File: src/rtl/dcb_pkg.sv
package dcb_pkg;

  // Classification of the raw difference against the output range.
  typedef enum logic [1:0] {
    SAT_NONE = 2'b00,
    SAT_HIGH = 2'b01,
    SAT_LOW  = 2'b10
  } sat_e;

  // Number of extra integer headroom bits used by the tracker sum.
  localparam int unsigned SUM_GUARD = 2;

endpackage

File: src/rtl/dcb_estimator.sv
module dcb_estimator #(
  parameter int unsigned DATA_W     = 16,
  parameter int unsigned SHIFT_K    = 4,
  parameter bit          KEEP_REM   = 1'b1,
  localparam int unsigned EST_W     = DATA_W + SHIFT_K,
  localparam int unsigned SUM_W     = EST_W + dcb_pkg::SUM_GUARD
) (
  input  logic                     clk,
  input  logic                     rst,
  input  logic                     take,
  input  logic signed [DATA_W-1:0] sample,
  output logic signed [EST_W-1:0]  est_q,
  output logic        [SHIFT_K-1:0] rem_q,
  output logic signed [DATA_W-1:0] est_whole
);

  // Align the sample onto the fixed-point grid of the estimate.
  function automatic logic signed [SUM_W-1:0] widen_sample(
    input logic signed [DATA_W-1:0] v
  );
    logic signed [SUM_W-1:0] t;
    t = SUM_W'(v);
    return t <<< SHIFT_K;
  endfunction

  // Error term plus the remainder carried from the previous update.
  function automatic logic signed [SUM_W-1:0] error_sum(
    input logic signed [DATA_W-1:0]  v,
    input logic signed [EST_W-1:0]   e,
    input logic        [SHIFT_K-1:0] r
  );
    logic signed [SUM_W-1:0] re;
    re = $signed({{(SUM_W-SHIFT_K){1'b0}}, r});
    return widen_sample(v) - SUM_W'(e) + re;
  endfunction

  logic signed [SUM_W-1:0]   sum_w;
  logic signed [EST_W-1:0]   step_w;
  logic signed [EST_W-1:0]   est_next;
  logic        [SHIFT_K-1:0] rem_next;

  assign sum_w    = error_sum(sample, est_q, rem_q);
  assign step_w   = EST_W'(sum_w >>> SHIFT_K);
  assign est_next = est_q + step_w;

  generate
    if (KEEP_REM) begin : g_keep
      assign rem_next = sum_w[SHIFT_K-1:0];
    end else begin : g_drop
      assign rem_next = '0;
    end
  endgenerate

  always_ff @(posedge clk) begin
    if (rst) begin
      est_q <= '0;
      rem_q <= '0;
    end else if (take) begin
      est_q <= est_next;
      rem_q <= rem_next;
    end
  end

  // Integer part of the estimate, rounded toward minus infinity.
  assign est_whole = est_q[EST_W-1:SHIFT_K];

endmodule

File: src/rtl/dcb_out_stage.sv
module dcb_out_stage #(
  parameter int unsigned DATA_W = 16,
  localparam int unsigned DIFF_W = DATA_W + 1
) (
  input  logic                     clk,
  input  logic                     rst,
  input  logic                     take,
  input  logic signed [DATA_W-1:0] sample,
  input  logic signed [DATA_W-1:0] est_whole,
  output logic                     sat_hi,
  output logic                     sat_lo,
  output logic                     out_valid,
  output logic signed [DATA_W-1:0] out_sample
);
  import dcb_pkg::*;

  localparam logic signed [DIFF_W-1:0] TOP_V = DIFF_W'((1 <<< (DATA_W-1)) - 1);
  localparam logic signed [DIFF_W-1:0] BOT_V = -DIFF_W'(1 <<< (DATA_W-1));

  function automatic sat_e classify(input logic signed [DIFF_W-1:0] d);
    if (d > TOP_V)      return SAT_HIGH;
    else if (d < BOT_V) return SAT_LOW;
    else                return SAT_NONE;
  endfunction

  function automatic logic signed [DATA_W-1:0] clamp(
    input logic signed [DIFF_W-1:0] d,
    input sat_e                     c
  );
    case (c)
      SAT_HIGH: return TOP_V[DATA_W-1:0];
      SAT_LOW:  return BOT_V[DATA_W-1:0];
      default:  return d[DATA_W-1:0];
    endcase
  endfunction

  logic signed [DIFF_W-1:0] diff_w;
  sat_e                     cls_w;

  assign diff_w = DIFF_W'(sample) - DIFF_W'(est_whole);
  assign cls_w  = classify(diff_w);
  assign sat_hi = take && (cls_w == SAT_HIGH);
  assign sat_lo = take && (cls_w == SAT_LOW);

  always_ff @(posedge clk) begin
    if (rst) begin
      out_valid  <= 1'b0;
      out_sample <= '0;
    end else begin
      out_valid <= take;
      if (take) out_sample <= clamp(diff_w, cls_w);
    end
  end

endmodule

File: src/rtl/dc_blocker.sv
module dc_blocker #(
  parameter int unsigned DATA_W   = 16,
  parameter int unsigned SHIFT_K  = 4,
  parameter bit          KEEP_REM = 1'b1,
  localparam int unsigned EST_W   = DATA_W + SHIFT_K
) (
  input  logic                     clk,
  input  logic                     rst,
  input  logic                     in_valid,
  input  logic signed [DATA_W-1:0] in_sample,
  output logic                     out_valid,
  output logic signed [DATA_W-1:0] out_sample
);

  logic signed [EST_W-1:0]   est_q;
  logic        [SHIFT_K-1:0] rem_q;
  logic signed [DATA_W-1:0]  est_whole;
  logic                      sat_hi;
  logic                      sat_lo;

  dcb_estimator #(
    .DATA_W   (DATA_W),
    .SHIFT_K  (SHIFT_K),
    .KEEP_REM (KEEP_REM)
  ) u_est (
    .clk       (clk),
    .rst       (rst),
    .take      (in_valid),
    .sample    (in_sample),
    .est_q     (est_q),
    .rem_q     (rem_q),
    .est_whole (est_whole)
  );

  dcb_out_stage #(
    .DATA_W (DATA_W)
  ) u_out (
    .clk        (clk),
    .rst        (rst),
    .take       (in_valid),
    .sample     (in_sample),
    .est_whole  (est_whole),
    .sat_hi     (sat_hi),
    .sat_lo     (sat_lo),
    .out_valid  (out_valid),
    .out_sample (out_sample)
  );

endmodule

File: config.mk
export PLATFORM = sky130hd
export DESIGN_NAME = dc_blocker
export DESIGN_NICKNAME = d
export VERILOG_FILES = /design/src/rtl/dcb_pkg.sv /design/src/rtl/dcb_estimator.sv /design/src/rtl/dcb_out_stage.sv /design/src/rtl/dc_blocker.sv
export SDC_FILE = /design/constraint.sdc
export NUM_CORES = 1
export LEC_CHECK = 0
export BUFFER_PORTS_ARGS = -buffer_cell sky130_fd_sc_hd__buf_2
export CAP_MARGIN = 20
export CELL_PAD_IN_SITES_DETAIL_PLACEMENT = 2
export CELL_PAD_IN_SITES_GLOBAL_PLACEMENT = 2
export CORE_ASPECT_RATIO = 0.7
export CORE_MARGIN = 3
export CORE_UTILIZATION = 38
export CTS_CLUSTER_DIAMETER = 60
export DETAILED_ROUTE_END_ITERATION = 6
export GPL_TIMING_DRIVEN = 0
export PLACE_DENSITY = 0.9
export SLEW_MARGIN = 20
export SYNTH_ARGS = -nofsm -noshare
export SYNTH_HDL_FRONTEND = slang
export SYNTH_SLANG_ARGS = --single-unit
File: constraint.sdc
create_clock -name clk -period 9.9 [get_ports clk]
set_input_delay 1.98 -clock clk [delete_from_list [all_inputs] [get_ports clk]]
set_output_delay 1.98 -clock clk [all_outputs]
set_load 0.02 [all_outputs]
==> impl_metrics.csv <==
group,metric,value,unit
outcome,outcome,"finished clean",
timing,relSlewSlack,36.7,%
synth,synth_top_cell_by_area,"dfxtp_1",
layout,diodes,0,
setup_path,startpoint_type,"primary input",
floorplan,num_rows,30,
cts,clkTransAtPathRegs,0.06,ns
timing,hold_slack,0.492,ns
synth,synth_mux_area_share,3.72,%
cts,cts-resized-gates,0,
cts,cts.sink_count,41,
place,placed_area,4260,µm²
place,gp_congestion,0.836,
setup_path,critical_path_arrival,6.70,ns
layout,register_area,821,µm²
pwr,vdd_drop_max,0.156,mV
cts,clkLatencyLatePin,0.29,ns
synth,syn-cell-area,3940,µm²
route,dr.pass1.iters,4,
floorplan,start_util,39.9,%
synth,ys_warn_count,0,
grt,grt_pass1_wl,24300,µm
synth,synth_ff_type,"dfxtp_1",
floorplan,die_w,128,µm
synth,synthXorXnorAreaFrac,9.09,%
run,maxCapViolations,0,
grt,grt_max_degree,13,
route,drt_iter0_drc,221,
route,viasPerCell,5.84,
hold_path,hold_class,"flop to flop",
timing,fmax,153,MHz
pwr,total_power,1.95,mW
cts,cts_inserted_buffers,5,
timing,setup_viol,0,
setup_path,cp_max_fo,5,
synth,synthAdderAreaFrac,15.8,%
synth,synth-seq-cells,41,
cts,post_cts_buffers,0,
setup_path,cp-end-kind,"flop",
cts,cts_tree,"yes",
grt,grt_pass1_vias,4353,
cts,clockBufferDepth,2,
synth,syn-num-nets,577,
route,wirelength,15000,µm
place,dpl.hpwl,11900,µm
floorplan,die_y,91.2,µm
route,final_antenna_net_count,0,
synth,synth_common_cells,"66 x nor2_1, 43 x ha_1, 41 x dfxtp_1, 39 x nand2_1",
cts,cts_hold_buf,0,
layout,multi_input_area,2830,µm²
timing,fin_crit_sh,65.9,%
synth,yosysTopAreaCellShare,20.9,%
layout,layout.nets,617,
timing,min_period,6.52,ns
synth,synth_cells,512,
synth,synth_compound_area_share,25.4,%
timing,slew_violations,0,
route,vias,3971,
cts,cts_root_buffer,"clkbuf_16",
synth,synth_area_leaders,"dfxtp_1 21%, ha_1 14%, nor2_1 6.3%, a21oi_1 4.8%, xor2_1 4.5%",
setup_path,path_class,"primary input to flop",
setup_path,crit_required,10.08,ns
cts,cts_max_level,2,
floorplan,die_area,11600,µm²
floorplan,io_pins,36,
timing,tightest_slew,0.950,ns
place,io_buffers,33,
layout,final_layout_size_suffix_gt1_share,13.0,%
synth,synth_cell_types,62,
layout,fillers,1161,
grt,antenna_found_initial,0,
timing,tns,0,ns
route,post-route-drc-count,0,
synth,yosysSeqAreaShare,20.9,%
floorplan,core_region_area,9870,µm²
route,wl_per_cell,22.0,µm
layout,area_delta_synth_final,12.3,%
synth,synth_most_common_cell,"nor2_1",
synth,synth_edf_count,0,
synth,synth-simple-area-share,17.9,%
grt,gr-usage-all-layers,26.1,%
layout,fin_area,4420,µm²
timing,clock_skew,0.00378,ns
grt,grt_overflow,0,
synth,synth_top_family_by_area,"compound AO/OA/AOI/OAI gates",
pwr,p_per_area,441,nW/µm²
layout,fin_util,44.8,%
timing,grt_setup_unrepaired,"false",
synth,syn_avg_cell_area,7.69,µm²
pwr,leakagePower,1.98,nW
timing,finalHoldViolations,0,
synth,synthArstFlopShare,0,%
==> path summary, 6_finish.rpt <==
check | startpoint | endpoint | slack, ns | cells after the start
max reg2reg | u_est.est_q[2] | u_est.est_q[19] | 4.48 | 19
min | u_out.out_sample[12] | u_out.out_sample[12] | 0.49 | 2
max | in_sample[0] | u_est.est_q[19] | 3.38 | 18
min reg2reg | u_out.out_sample[12] | u_out.out_sample[12] | 0.49 | 2
==> cells in the final DEF (no fill, tap or decap), types with 3 or more instances in the layout <==
cell / synthesis / layout
a211oi_1: 19 / 19
a211oi_2: 3 / 3
a21o_1: 10 / 10
a21oi_1: 38 / 38
a21oi_2: 3 / 3
a31oi_1: 5 / 5
buf_2: 1 / 34
buf_4: 9 / 9
clkbuf_1: 11 / 11
clkbuf_16: 0 / 5
dfxtp_1: 41 / 41
fa_1: 3 / 3
ha_1: 43 / 43
inv_1: 38 / 38
mux2i_1: 12 / 12
nand2_1: 39 / 39
nand2b_1: 4 / 4
nand3_1: 14 / 14
nand3b_1: 3 / 3
nand4_1: 6 / 6
nor2_1: 66 / 66
nor2b_1: 5 / 5
nor3_1: 13 / 13
o2111ai_1: 3 / 3
o211ai_1: 4 / 4
o21a_1: 7 / 7
o21ai_0: 24 / 24
o21ai_1: 3 / 3
o21bai_1: 6 / 6
o31ai_1: 4 / 4
xnor2_1: 19 / 19
xor2_1: 20 / 20
==> cell type report <==
class | instances | share of cell area (%)
plain buffers | 24 | 3.17
multi-input cells | 408 | 64.0
clock inverters | 2 | 0.792
clock buffers | 5 | 2.83
flip-flops and latches | 41 | 18.6
well taps | 128 | 3.62
repair buffers | 33 | 3.74
inverters | 39 | 3.31
==> flip-flops by register name, indices dropped and copies added (netlist names) <==
register and cells:
u_est.rem_q 4, u_est.est_q 20, u_out.out_sample 16, u_out.out_valid 1
==> cell families after synthesis <==
group,after synthesis
AOI/OAI and AO/OA,148
xor gates and xnor gates,40
adders and majority gates,48
buffers and inverters,63
DFF,41
muxes,14
and+or+nand+nor,158
==> critical path, stage by stage <==
cell and delay, ns:
buf_2 0.10, inv_1 0.04, ha_1 0.37, a21boi_1 0.22, o31a_1 0.31, o2111a_1 0.30, nor3_1 0.60, o21ai_0 0.29
xor2_1 0.22, ha_1 0.38, and4_1 0.19, o21ai_0 0.07, a21oi_1 0.25, o211ai_2 0.19, nor3_1 0.48, o21ai_0 0.17
mux2i_1 0.18, mux2_2 0.35
==> where the power goes <==
group	internal, mW	switching (mW)
sequential	0.226	0.0494
combinational	0.574	0.913
clock	0.117	0.0704
==> per-stage QoR <==
| step | cells | setup slack [ns] |
|---|---|---|
| after floorplan | 512 | 4.42 |
| after global placement | 673 | 3.48 |
| after detailed placement | 673 | 3.20 |
| after CTS | 680 | 3.46 |
| after global routing | 680 | 3.22 |
| final | 680 | 3.38 |
==> per-layer routing <==
layer | global-route usage, % | wire, µm | vias up
met5 | 0 | 0 | -
met4 | 4.59 | 174 | 0
met3 | 4.82 | 654 | 18
met2 | 42.5 | 6820 | 84
met1 | 36.4 | 7310 | 1993
li1 | - | - | 1876
(Power assumes the default switching activity.)
